`config.mk`:
```
export PLATFORM = sky130hd
export DESIGN_NAME = abort_stamp_status
export DESIGN_NICKNAME = d
export VERILOG_FILES = /design/src/rtl/abort_status_pkg.sv /design/src/rtl/stamp_counter.sv /design/src/rtl/permit_qualifier.sv /design/src/rtl/fiducial_monitor.sv /design/src/rtl/abort_stamp_status.sv
export SDC_FILE = /design/constraint.sdc
export NUM_CORES = 1
export LEC_CHECK = 0
export CAP_MARGIN = 30
export CORE_MARGIN = 5
export CORE_UTILIZATION = 53
export CTS_CLUSTER_SIZE = 30
export DETAILED_ROUTE_END_ITERATION = 10
export PLACE_DENSITY_LB_ADDON = 0.12
export SKIP_CTS_REPAIR_TIMING = 1
export SYNTH_ARGS = -nofsm -noshare
export SYNTH_HDL_FRONTEND = slang
export SYNTH_SLANG_ARGS = --single-unit
```
`constraint.sdc`:
```
create_clock -name clk_i -period 2.7 [get_ports clk_i]
set_clock_uncertainty 0.05 [all_clocks]
set_input_delay 0.54 -clock clk_i [delete_from_list [all_inputs] [get_ports clk_i]]
set_output_delay 0.54 -clock clk_i [all_outputs]
set_load 0.03 [all_outputs]
```
`src/rtl/abort_status_pkg.sv`:
```
package abort_status_pkg;
  typedef struct packed {
    logic rt_abort;
    logic dump;
    logic permit_fail;
    logic fid_fail;
  } status_t;
endpackage

```
`src/rtl/stamp_counter.sv`:
```
module stamp_counter #(
  parameter int TS_W = 32
) (
  input  logic            clk_i,
  input  logic            rst_ni,
  input  logic            clear_i,
  input  logic            tick_i,
  output logic [TS_W-1:0] count_o
);
  always_ff @(posedge clk_i or negedge rst_ni) begin
    if (!rst_ni)      count_o <= '0;
    else if (clear_i) count_o <= '0;
    else if (tick_i)  count_o <= count_o + 1'b1;
  end
endmodule

```
`src/rtl/permit_qualifier.sv`:
```
module permit_qualifier #(
  parameter int QUAL_TICKS = 1000000
) (
  input  logic clk_i,
  input  logic rst_ni,
  input  logic carrier_ok_i,
  input  logic tick_i,
  output logic qualified_o
);
  localparam int QW = $clog2(QUAL_TICKS + 1);
  localparam logic [QW-1:0] QMAX = QW'(QUAL_TICKS);

  logic [QW-1:0] cnt_q;

  always_ff @(posedge clk_i or negedge rst_ni) begin
    if (!rst_ni)                       cnt_q <= '0;
    else if (!carrier_ok_i)            cnt_q <= '0;
    else if (tick_i && cnt_q != QMAX)  cnt_q <= cnt_q + 1'b1;
  end

  assign qualified_o = (cnt_q == QMAX);
endmodule

```
`src/rtl/fiducial_monitor.sv`:
```
module fiducial_monitor (
  input  logic clk_i,
  input  logic rst_ni,
  input  logic fid_i,
  input  logic rev_tick_i,
  output logic missed_o
);
  logic seen_q;

  always_ff @(posedge clk_i or negedge rst_ni) begin
    if (!rst_ni)         seen_q <= 1'b0;
    else if (rev_tick_i) seen_q <= 1'b0;
    else if (fid_i)      seen_q <= 1'b1;
  end

  // a fiducial coincident with the window end still counts
  assign missed_o = !(seen_q || fid_i);
endmodule

```
`src/rtl/abort_stamp_status.sv`:
```
module abort_stamp_status
  import abort_status_pkg::*;
#(
  parameter int TS_W       = 32,
  parameter int CODE_W     = 8,
  parameter int QUAL_TICKS = 1000000
) (
  input  logic              clk_i,
  input  logic              rst_ni,
  input  logic              us_tick_i,
  input  logic              evt_valid_i,
  input  logic [CODE_W-1:0] evt_code_i,
  input  logic [CODE_W-1:0] reset_code_i,
  input  logic [CODE_W-1:0] dump_code_i,
  input  logic              abort_i,
  input  logic              carrier_ok_i,
  input  logic              fid_seen_i,
  input  logic              rev_tick_i,
  input  logic              ts_read_i,
  input  logic              irq_en_stat1_i,
  input  logic              irq_en_stat2_i,
  output logic [TS_W-1:0]   timestamp_o,
  output logic              rt_abort_o,
  output logic              dump_flag_o,
  output logic              permit_fail_o,
  output logic              fid_fail_o,
  output logic              irq_o
);
  logic [TS_W-1:0] cnt_q;
  logic [TS_W-1:0] ts_q;
  status_t         stat_q;
  logic            evt_reset, evt_dump;
  logic            qualified, fid_missed;
  logic            frozen, capture;

  assign evt_reset = evt_valid_i && (evt_code_i == reset_code_i);
  assign evt_dump  = evt_valid_i && (evt_code_i == dump_code_i);

  stamp_counter #(.TS_W(TS_W)) u_cnt (
    .clk_i   (clk_i),
    .rst_ni  (rst_ni),
    .clear_i (evt_reset),
    .tick_i  (us_tick_i),
    .count_o (cnt_q)
  );

  permit_qualifier #(.QUAL_TICKS(QUAL_TICKS)) u_qual (
    .clk_i        (clk_i),
    .rst_ni       (rst_ni),
    .carrier_ok_i (carrier_ok_i),
    .tick_i       (us_tick_i),
    .qualified_o  (qualified)
  );

  fiducial_monitor u_fid (
    .clk_i      (clk_i),
    .rst_ni     (rst_ni),
    .fid_i      (fid_seen_i),
    .rev_tick_i (rev_tick_i),
    .missed_o   (fid_missed)
  );

  assign frozen  = stat_q.rt_abort && !ts_read_i;
  assign capture = abort_i && (!stat_q.rt_abort || ts_read_i);

  always_ff @(posedge clk_i or negedge rst_ni) begin
    if (!rst_ni) begin
      ts_q   <= '0;
      stat_q <= '0;
    end else begin
      if (capture) begin
        ts_q            <= cnt_q;
        stat_q.rt_abort <= 1'b1;
      end else if (ts_read_i) begin
        stat_q.rt_abort <= 1'b0;
      end

      if (!frozen) begin
        if (evt_dump)                    stat_q.dump <= 1'b1;
        else if (ts_read_i && !capture)  stat_q.dump <= 1'b0;

        if (!carrier_ok_i)   stat_q.permit_fail <= 1'b1;
        else if (qualified)  stat_q.permit_fail <= 1'b0;

        if (rev_tick_i)      stat_q.fid_fail <= fid_missed;
      end
    end
  end

  assign timestamp_o   = ts_q;
  assign rt_abort_o    = stat_q.rt_abort;
  assign dump_flag_o   = stat_q.dump;
  assign permit_fail_o = stat_q.permit_fail;
  assign fid_fail_o    = stat_q.fid_fail;
  assign irq_o = (irq_en_stat1_i && (stat_q.rt_abort || stat_q.dump)) ||
                 (irq_en_stat2_i && (stat_q.permit_fail || stat_q.fid_fail));
endmodule

```
# Yosys cells after proc, flatten, opt, wreduce, memory -nomap -nowiden
# Cells that the tools add are included.
[totals] regBits=89 input_bits=35 word_cells=53
[classes] addsub=2 eq_ne=6 n_mux=12 bitwise_logic=1 n_reduce_logical=24
[op_table] cell="32-bit two-way mux" count=2
[op_table] cell="20-bit two-way mux" count=2
[op_table] cell="32-bit by 1-bit adder with 32-bit output, second input constant" count=1
[op_table] cell="20-bit by 1-bit adder with 20-bit output, second input constant" count=1
[op_table] cell="20-bit == test, second input constant" count=1
[op_table] cell="20-bit != test, second input constant" count=1
[op_table] cell="8-bit == test" count=2
[op_table] cell="1-bit logical AND" count=8
[op_table] cell="1-bit two-way mux" count=8
[op_table] cell="2-bit nonzero test" count=4
[op_table] cell="2-bit AND reduction" count=3
[op_table] cell="1-bit logical OR" count=5
[op_table] cell="1-bit logical NOT" count=4
[op_table] cell="2-bit by 1-bit != test with 1-bit output, second input constant" count=2
[op_table] cell="1-bit NOT" count=1

# Logic depth before layout (Yosys ltp)
# Gate-level depths: netlist of run 1.
[depth] ltp_word=7 ltp_mapped=6 ltp_nobuf=6

# Modules after synthesis
# Synthesis of run 1 repeated with hierarchy kept, for this count alone.
[hier_totals] hier_cells=405 area_unflattened_um2=4565.6
[by_module_without_submodules] mod="abort_stamp_status" instances=1 cells_each=108 area_each_um2=1705.4
[by_module_without_submodules] mod="stamp_counter" instances=1 cells_each=176 area_each_um2=1680.4
[by_module_without_submodules] mod="permit_qualifier" instances=1 cells_each=118 area_each_um2=1141.1
[by_module_without_submodules] mod="fiducial_monitor" instances=1 cells_each=3 area_each_um2=38.8

# Worst setup path before layout of run 1
# OpenSTA, ideal clock, no wires.
[synth_timing] path_kind="register -> register" startpoint="reg u_cnt.count_o[0]" endpoint="reg u_cnt.count_o[20]" t_arrival_ps=1837 t_required_ps=2573 path_slack_ps=735 path_stages_with_launch=7 synth_period_minus_slack_ps=1965 cell_sequence="dfrtp_1 -> ha_1 -> nand4_4 -> or4_1 -> buf_2 -> or3_1 -> a21oi_1"
[synth_between] elab_chain_cells=3
[synth_lines] item="start: declaration" line_no="stamp_counter.sv:8" source="output logic [TS_W-1:0] count_o"
[synth_lines] item="start signal: assignment" line_no="stamp_counter.sv:13" source="else if (tick_i) count_o <= count_o + 1'b1;"
[synth_lines] item="32-bit by 1-bit adder with 32-bit output" line_no="stamp_counter.sv:13"
[synth_lines] item="32-bit two-way mux" line_no="stamp_counter.sv:13"
[synth_lines] item="32-bit two-way mux" line_no="stamp_counter.sv:12" source="else if (clear_i) count_o <= '0;"
# Every way passes these cells. The select of a mux whose other input is x is not followed.
# A chain may end at the register's enable or synchronous reset.

# Final worst setup path of run 1
[layout_timing] startpoint="in irq_en_stat2_i" endpoint="out irq_o"
[layout_between] elab_chain_cells=2
[layout_lines] item="start: declaration" line_no="abort_stamp_status.sv:21" source="input logic irq_en_stat2_i,"
[layout_lines] item="1-bit logical AND" line_no="abort_stamp_status.sv:96" source="(irq_en_stat2_i && (stat_q.permit_fail || stat_q.fid_fail));"
[layout_lines] item="1-bit logical OR" line_no="abort_stamp_status.sv:95" source="assign irq_o = (irq_en_stat1_i && (stat_q.rt_abort || stat_q.dump)) ||"
[layout_lines] item="end: declaration" line_no="abort_stamp_status.sv:27" source="output logic irq_o"
# Every way passes these cells.

==> flow_summary.toml, run 1 <==
[clock_network]
cts_tree = "built"
path_clk_slew_ns = 0.09
cts-root-buf = "clkbuf_8"
cts_buffers = 9
htreeDepth = 3
clock_sinks = 89
cts_buffer_depth = 2
worstSkewPairLatency_ns = 0.35

[layout]
fin_util_pct = 68.2
regArea_um2 = 2230
num-fill-cells = 635
fin_area_um2 = 5550
drive_above_1_share_pct = 13.8
final_net_count = 526
syn2layout_area_growth_pct = 26.4
antenna_cells = 0
multi_input_area_um2 = 2050

[global_routing]
grt_max_degree = 38
antenna_found_initial = 0
grtUsageTotal_pct = 21.1
grt_pass1_wl_mm = 17.2
grt-ovfl-total = 0
grt_pass1_vias = 3557

[logic_synthesis]
yosysTopAreaCellShare_pct = 50.8
synthTopCellsByArea = "dfrtp_1 51%, mux2_2 8.5%, xnor2_1 4.2%"
async_reset_ff_share_pct = 100
synthSimpleGateAreaFrac_pct = 20.6
synthesis.nets = 449
synth.avg_cell_area_um2 = 10.7
synth_top_flop_cell = "dfrtp_1"
postSynthCellCount = 411
yosysMostFrequentCell = "dfrtp_1"
synth-xor-area-share_pct = 7.19
netlist_area_um2 = 4390
synth_edf_count = 0
ys_ff_latch = 89
synthMuxAreaShare_pct = 9.84
synth_warnings = 0
yosysTopAreaCell = "dfrtp_1"
synth-adder-area-share_pct = 0.856
synth_top_family_by_area = "simple AND/OR/NAND/NOR gates"
yosysSeqAreaShare_pct = 50.8
synthDistinctLibCells = 42
synth.top_cells.by_count = "89 x dfrtp_1, 33 x mux2_2, 27 x nand2_1, 25 x a21oi_1, 25 x nor2_1"
synth-compound-area-share_pct = 8.19

[timing]
rsz0062_at_grt = "no"
max_freq_mhz = 419
slew_viol_final = 0
tns_ns = 0
fin_crit_ns = 2.38
final-setup-viol-count = 0
relSlewSlack_pct = 60.7
hold_ws_ns = 0.0838
tightest_slew_ns = 0.581
min_period_over_period_pct = 88.3
hold_viol = 0

[routing]
drt.antenna.violating_nets = 0
drtIter0Drc = 171
drc = 0
dr.pass1.iters = 4
vias_per_cell = 5.79
drt_wl_total_mm = 9.94
routed-via-count = 3462
wire_per_inst_um = 16.6

[place]
gp_congestion = 0.847
placed_area_um2 = 5260
io_buffers = 71
place_hpwl_mm = 6.96

[worst_setup_path]
r2r-start = "u_cnt.count_o[1]$_DFFE_PN0P_"
crit_fanout = 1
worst_setup_path_end_kind = "output pin"
criticalPathCategory = "input port to output pin"
cp_slowest_cell = "clkdlybuf4s50_1"
rrSetupSlack_ns = 0.54
cp_common_cell = "clkdlybuf4s50_1"
cp-startpoint = "irq_en_stat2_i"
critPathLaunchType = "input port"
critPathArrivalTime_ns = 1.79
slowest_delay_ns = 0.66
cp_cell_sequence = "clkdlybuf4s50_1 -> o21ai_0 -> nand2_1 -> clkdlybuf4s50_1"
cp_data_required_time_ns = 2.11

[min_path]
min_path_type = "input port to asynchronous set/reset pin"

[die]
dieArea_um2 = 10200
core_area_um2 = 8130
start_util_pct = 53.9
fp-row-count = 33
die_h_um = 101
ios = 72
die_w_um = 101

[power]
power.density_nw_per_um2 = 616
p_total_mw = 3.42
vdd_ir_drop_max_v = 0.000484
p_leak_nw = 2.33

[job]
maxCapViolations = 0

[run_status]
status = "finished, final reports clean"
[kinds of logic (layout without fill, tap and decap cells)]
group                      after synthesis  count (layout)
DFF                                     89              89
and+or+nand+nor                        158             158
xor gates and xnor gates                36              36
AOI/OAI and AO/OA                       60              60
buffers and inverters                   26             108
muxes                                   39              39
adders and majority gates                3               3
[worst paths after layout]
check                                                      to  cells past startpoint
min in group clk_i                   u_fid.seen_q$_DFFE_PN0P_                      2
worst max register to register  u_cnt.count_o[22]$_DFFE_PN0P_                      5
worst min register to register       u_fid.seen_q$_DFFE_PN0P_                      2
max in group asynchronous         timestamp_o[30]$_DFFE_PN0P_                      2
worst min-delay path             u_qual.cnt_q[17]$_DFFE_PN0P_                      1
worst max-delay path                                    irq_o                      4
[critical path: cells and delay by family]
kind | cells | cell delay, ns
AO/OA/AOI/OAI | 1 | 0.08
buffers and inverters | 2 | 1.11
AND/OR/NAND/NOR | 1 | 0.07
[metal layers]
metal	GRT usage, %	part of all wire, %	up-vias
li1	-	-	1658
met1	28.7	45	1727
met2	34.0	50	63
met3	3.67	3.5	14
met4	8.08	1.7	0
met5	0	0	-
[cell type report]
| cell class | instances | share of cell area (%) |
|---|---|---|
| multi-input combinational | 296 | 37.0 |
| sequential | 89 | 40.2 |
| timing repair buffer | 83 | 14.6 |
| tap | 105 | 2.37 |
| clock buffer | 11 | 2.55 |
| clock inverter | 5 | 2.71 |
| inverter | 9 | 0.609 |
[report_power, final]
group	switching, mW	internal (mW)	total [mW]	leakage [nW]
logic	0.295	0.271	0.565	0.983
clock network	0.464	0.828	1.29	0.144
registers	0.126	1.43	1.56	1.21
[metrics by stage]
step                      setup slack, ns  cells
after CTS                           0.312    598
final                               0.315    598
after global placement              0.127    582
after detailed placement           0.0801    582
after global routing                0.232    598
after floorplan                     0.735    411
[layout by cell type (no fill, tap or decap), types with 3 or more instances in the layout]
cell and count:
dfrtp_1 89, clkdlybuf4s50_1 70, mux2_2 33, nand2_1 27, nor2_1 25, a21oi_1 25
xnor2_1 21, nand3_1 20, nand4_1 18, or3_1 16, o21ai_0 15, xor2_1 15
or4_1 14, o31ai_1 12, buf_4 12, clkbuf_8 10, inv_1 9, and3_1 8
and4_1 6, mux2i_1 6, nor4_1 5, bufinv_16 5, nand2b_1 4, nor3_1 3
ha_1 3
[flip-flops by register name, summed over array words and instances (netlist names)]
name,cells
u_qual.cnt_q,20
u_cnt.count_o,32
fid_fail_o,1
timestamp_o,32
u_fid.seen_q,1
rt_abort_o,1
dump_flag_o,1
permit_fail_o,1
No activity file was read; power rests on OpenSTA's default activity.
==> inputs of run 2 (changes only) <==
--- a/config.mk
+++ b/config.mk
@@ -7,10 +7,11 @@
 export LEC_CHECK = 0
 export CAP_MARGIN = 30
 export CORE_MARGIN = 5
-export CORE_UTILIZATION = 53
+export CORE_UTILIZATION = 48
 export CTS_CLUSTER_SIZE = 30
 export DETAILED_ROUTE_END_ITERATION = 10
 export PLACE_DENSITY_LB_ADDON = 0.12
+export SETUP_SLACK_MARGIN = 0.15
 export SKIP_CTS_REPAIR_TIMING = 1
 export SYNTH_ARGS = -nofsm -noshare
 export SYNTH_HDL_FRONTEND = slang
==> constraint.sdc (replaced) <==
create_clock -name clk_i -period 1.92 [get_ports clk_i]
set_clock_uncertainty 0.05 [all_clocks]
set_input_delay 0.384 -clock clk_i [delete_from_list [all_inputs] [get_ports clk_i]]
set_output_delay 0.384 -clock clk_i [all_outputs]
set_load 0.03 [all_outputs]
==> run 2 against run 1 <==
Effect of this change:
- the flow now finishes with violations (hold timing)
- global-route usage shrank 2.0 points
- total power is 34% higher
- sequential share of layout area shrank 4.4 points
- non-clock buffer count increased by 60
- core utilization is 2.7 points higher
- cell area grew 12%
- via count grew 6.4%
- final cell count increased by 11%
- sequential cell count stayed put
- critical path depth grew 2
- register-to-register slack worse by 0.45 ns
- first-iteration DRC count decreased by 26%
==> flow_summary.toml, run 2 (synthesis gave the netlist of run 1 again) <==
[run_status]
status = "finished, violations left"
violations = "hold timing"

[layout]
fin_util_pct = 70.8
num-fill-cells = 655
fin_area_um2 = 6240
syn2layout_area_growth_pct = 42.2
final_common_cell = "dfrtp_1"
final_net_count = 586
drive_above_1_share_pct = 29.3
layout.cells.non_filler = 661
antenna_cells = 0
most-common-layout-cells = "85 x dfrtp_1, 62 x buf_4, 37 x dlymetal6s2s_1"

[die]
dieArea_um2 = 11200
die_w_um = 106
ios = 72
start_util_pct = 49.8
fp-row-count = 34
die_h_um = 106
core_area_um2 = 8810

[worst_setup_path]
reg2reg_depth = 6
crit_path_end = "u_cnt.count_o[27]$_DFFE_PN0P_"
critPathArrivalTime_ns = 2.08
r2r-start = "u_cnt.count_o[0]$_DFFE_PN0P_"
worst_setup_path_end_kind = "flip-flop"
rrSetupSlack_ns = 0.09
cp-startpoint = "u_cnt.count_o[0]$_DFFE_PN0P_"
critPathLaunchType = "flip-flop"
cp_data_required_time_ns = 2.16
r2r_end = "u_cnt.count_o[27]$_DFFE_PN0P_"
crit_fanout = 6
criticalPathCategory = "flip-flop to flip-flop"

[clock_network]
cts_buffer_depth = 2
cts-root-buf = "clkbuf_8"
cts_tree = "built"
path_clk_slew_ns = 0.11
clock_sinks = 89
worstSkewPairLatency_ns = 0.36
cts_buffers = 9
htreeDepth = 3

[routing]
highest_layer = "met4"
dr.pass1.iters = 4
wl_met2_mm = 5.38
drtIter0Drc = 126
wire_per_inst_um = 16.1
drc = 0
wl_met3_um = 396
drt.antenna.violating_nets = 0
vias_per_cell = 5.57
routed-via-count = 3683
drt_wl_total_mm = 10.7
wl_met1_mm = 4.77

[global_routing]
grtUsageTotal_pct = 19.2
grt_max_degree = 90
grt_pass1_vias = 3672
grt-ovfl-total = 0
grt_pass1_wl_mm = 17.7
antenna_found_initial = 0

[place]
io_buffers = 71
dp.cells = 631
placed_area_um2 = 5660
gp_congestion = 0.787
place_hpwl_mm = 7.34
dp_slack_ns = -0.404

[timing]
tightest_slew_ns = 0.571
slew_viol_final = 0
hold_viol = 10
final-setup-viol-count = 0
relSlewSlack_pct = 61.9
worst_slack_ns = 0.0855
max_freq_mhz = 545
rsz0062_at_grt = "yes"
fin_crit_ns = 1.83
hold_ws_ns = -0.0319
tns_ns = 0
min_period_over_period_pct = 95.5

[min_path]
min_path_type = "input port to asynchronous set/reset pin"

[power]
vdd_ir_drop_max_v = 0.000750
p_total_mw = 4.57
power.density_nw_per_um2 = 733
p_leak_nw = 3.23

[job]
maxCapViolations = 0
[run 2: worst min-delay path by stage]
stage	start	end	slack (ns)
2_1_floorplan	rst_ni	dump_flag_o$_DFFE_PN0P_	0.04
3_3_place_gp	rst_ni	u_qual.cnt_q[19]$_DFFE_PN0P_	0.41
3_5_place_dp	rst_ni	u_qual.cnt_q[17]$_DFFE_PN0P_	0.42
4_1_cts	rst_ni	u_qual.cnt_q[17]$_DFFE_PN0P_	0.01
5_1_grt	rst_ni	u_qual.cnt_q[11]$_DFFE_PN0P_	0.03
6_report	rst_ni	u_qual.cnt_q[17]$_DFFE_PN0P_	-0.03
[run 2: worst max-delay path: stages, from the launching register on]
cell and delay, ns:
dfrtp_1 0.41, buf_6 0.12, and4_4 0.23, nand4_1 0.17, buf_6 0.19, or4_1 0.49, a21oi_2 0.13
[run 2: where the power goes]
group,switching [mW],internal [mW]
clock,0.678,0.741
sequential,0.123,2.02
combinational,0.508,0.502
[run 2: layout make-up]
type,instances,area (µm²),area share (%)
Clock buffer,10,128,2.05
Clock inverter,6,90.1,1.44
Inverter,9,33.8,0.542
Multi-Input combinational cell,296,2190,35.1
Sequential cell,89,2230,35.8
Tap cell,108,135,2.17
Timing Repair Buffer,143,1430,22.9
[run 2: layer usage]
layer	vias up	global-route usage, %
met1	1819	25.6
li1	1784	-
met2	70	31.9
met4	0	6.48
met3	10	3.00
met5	-	0
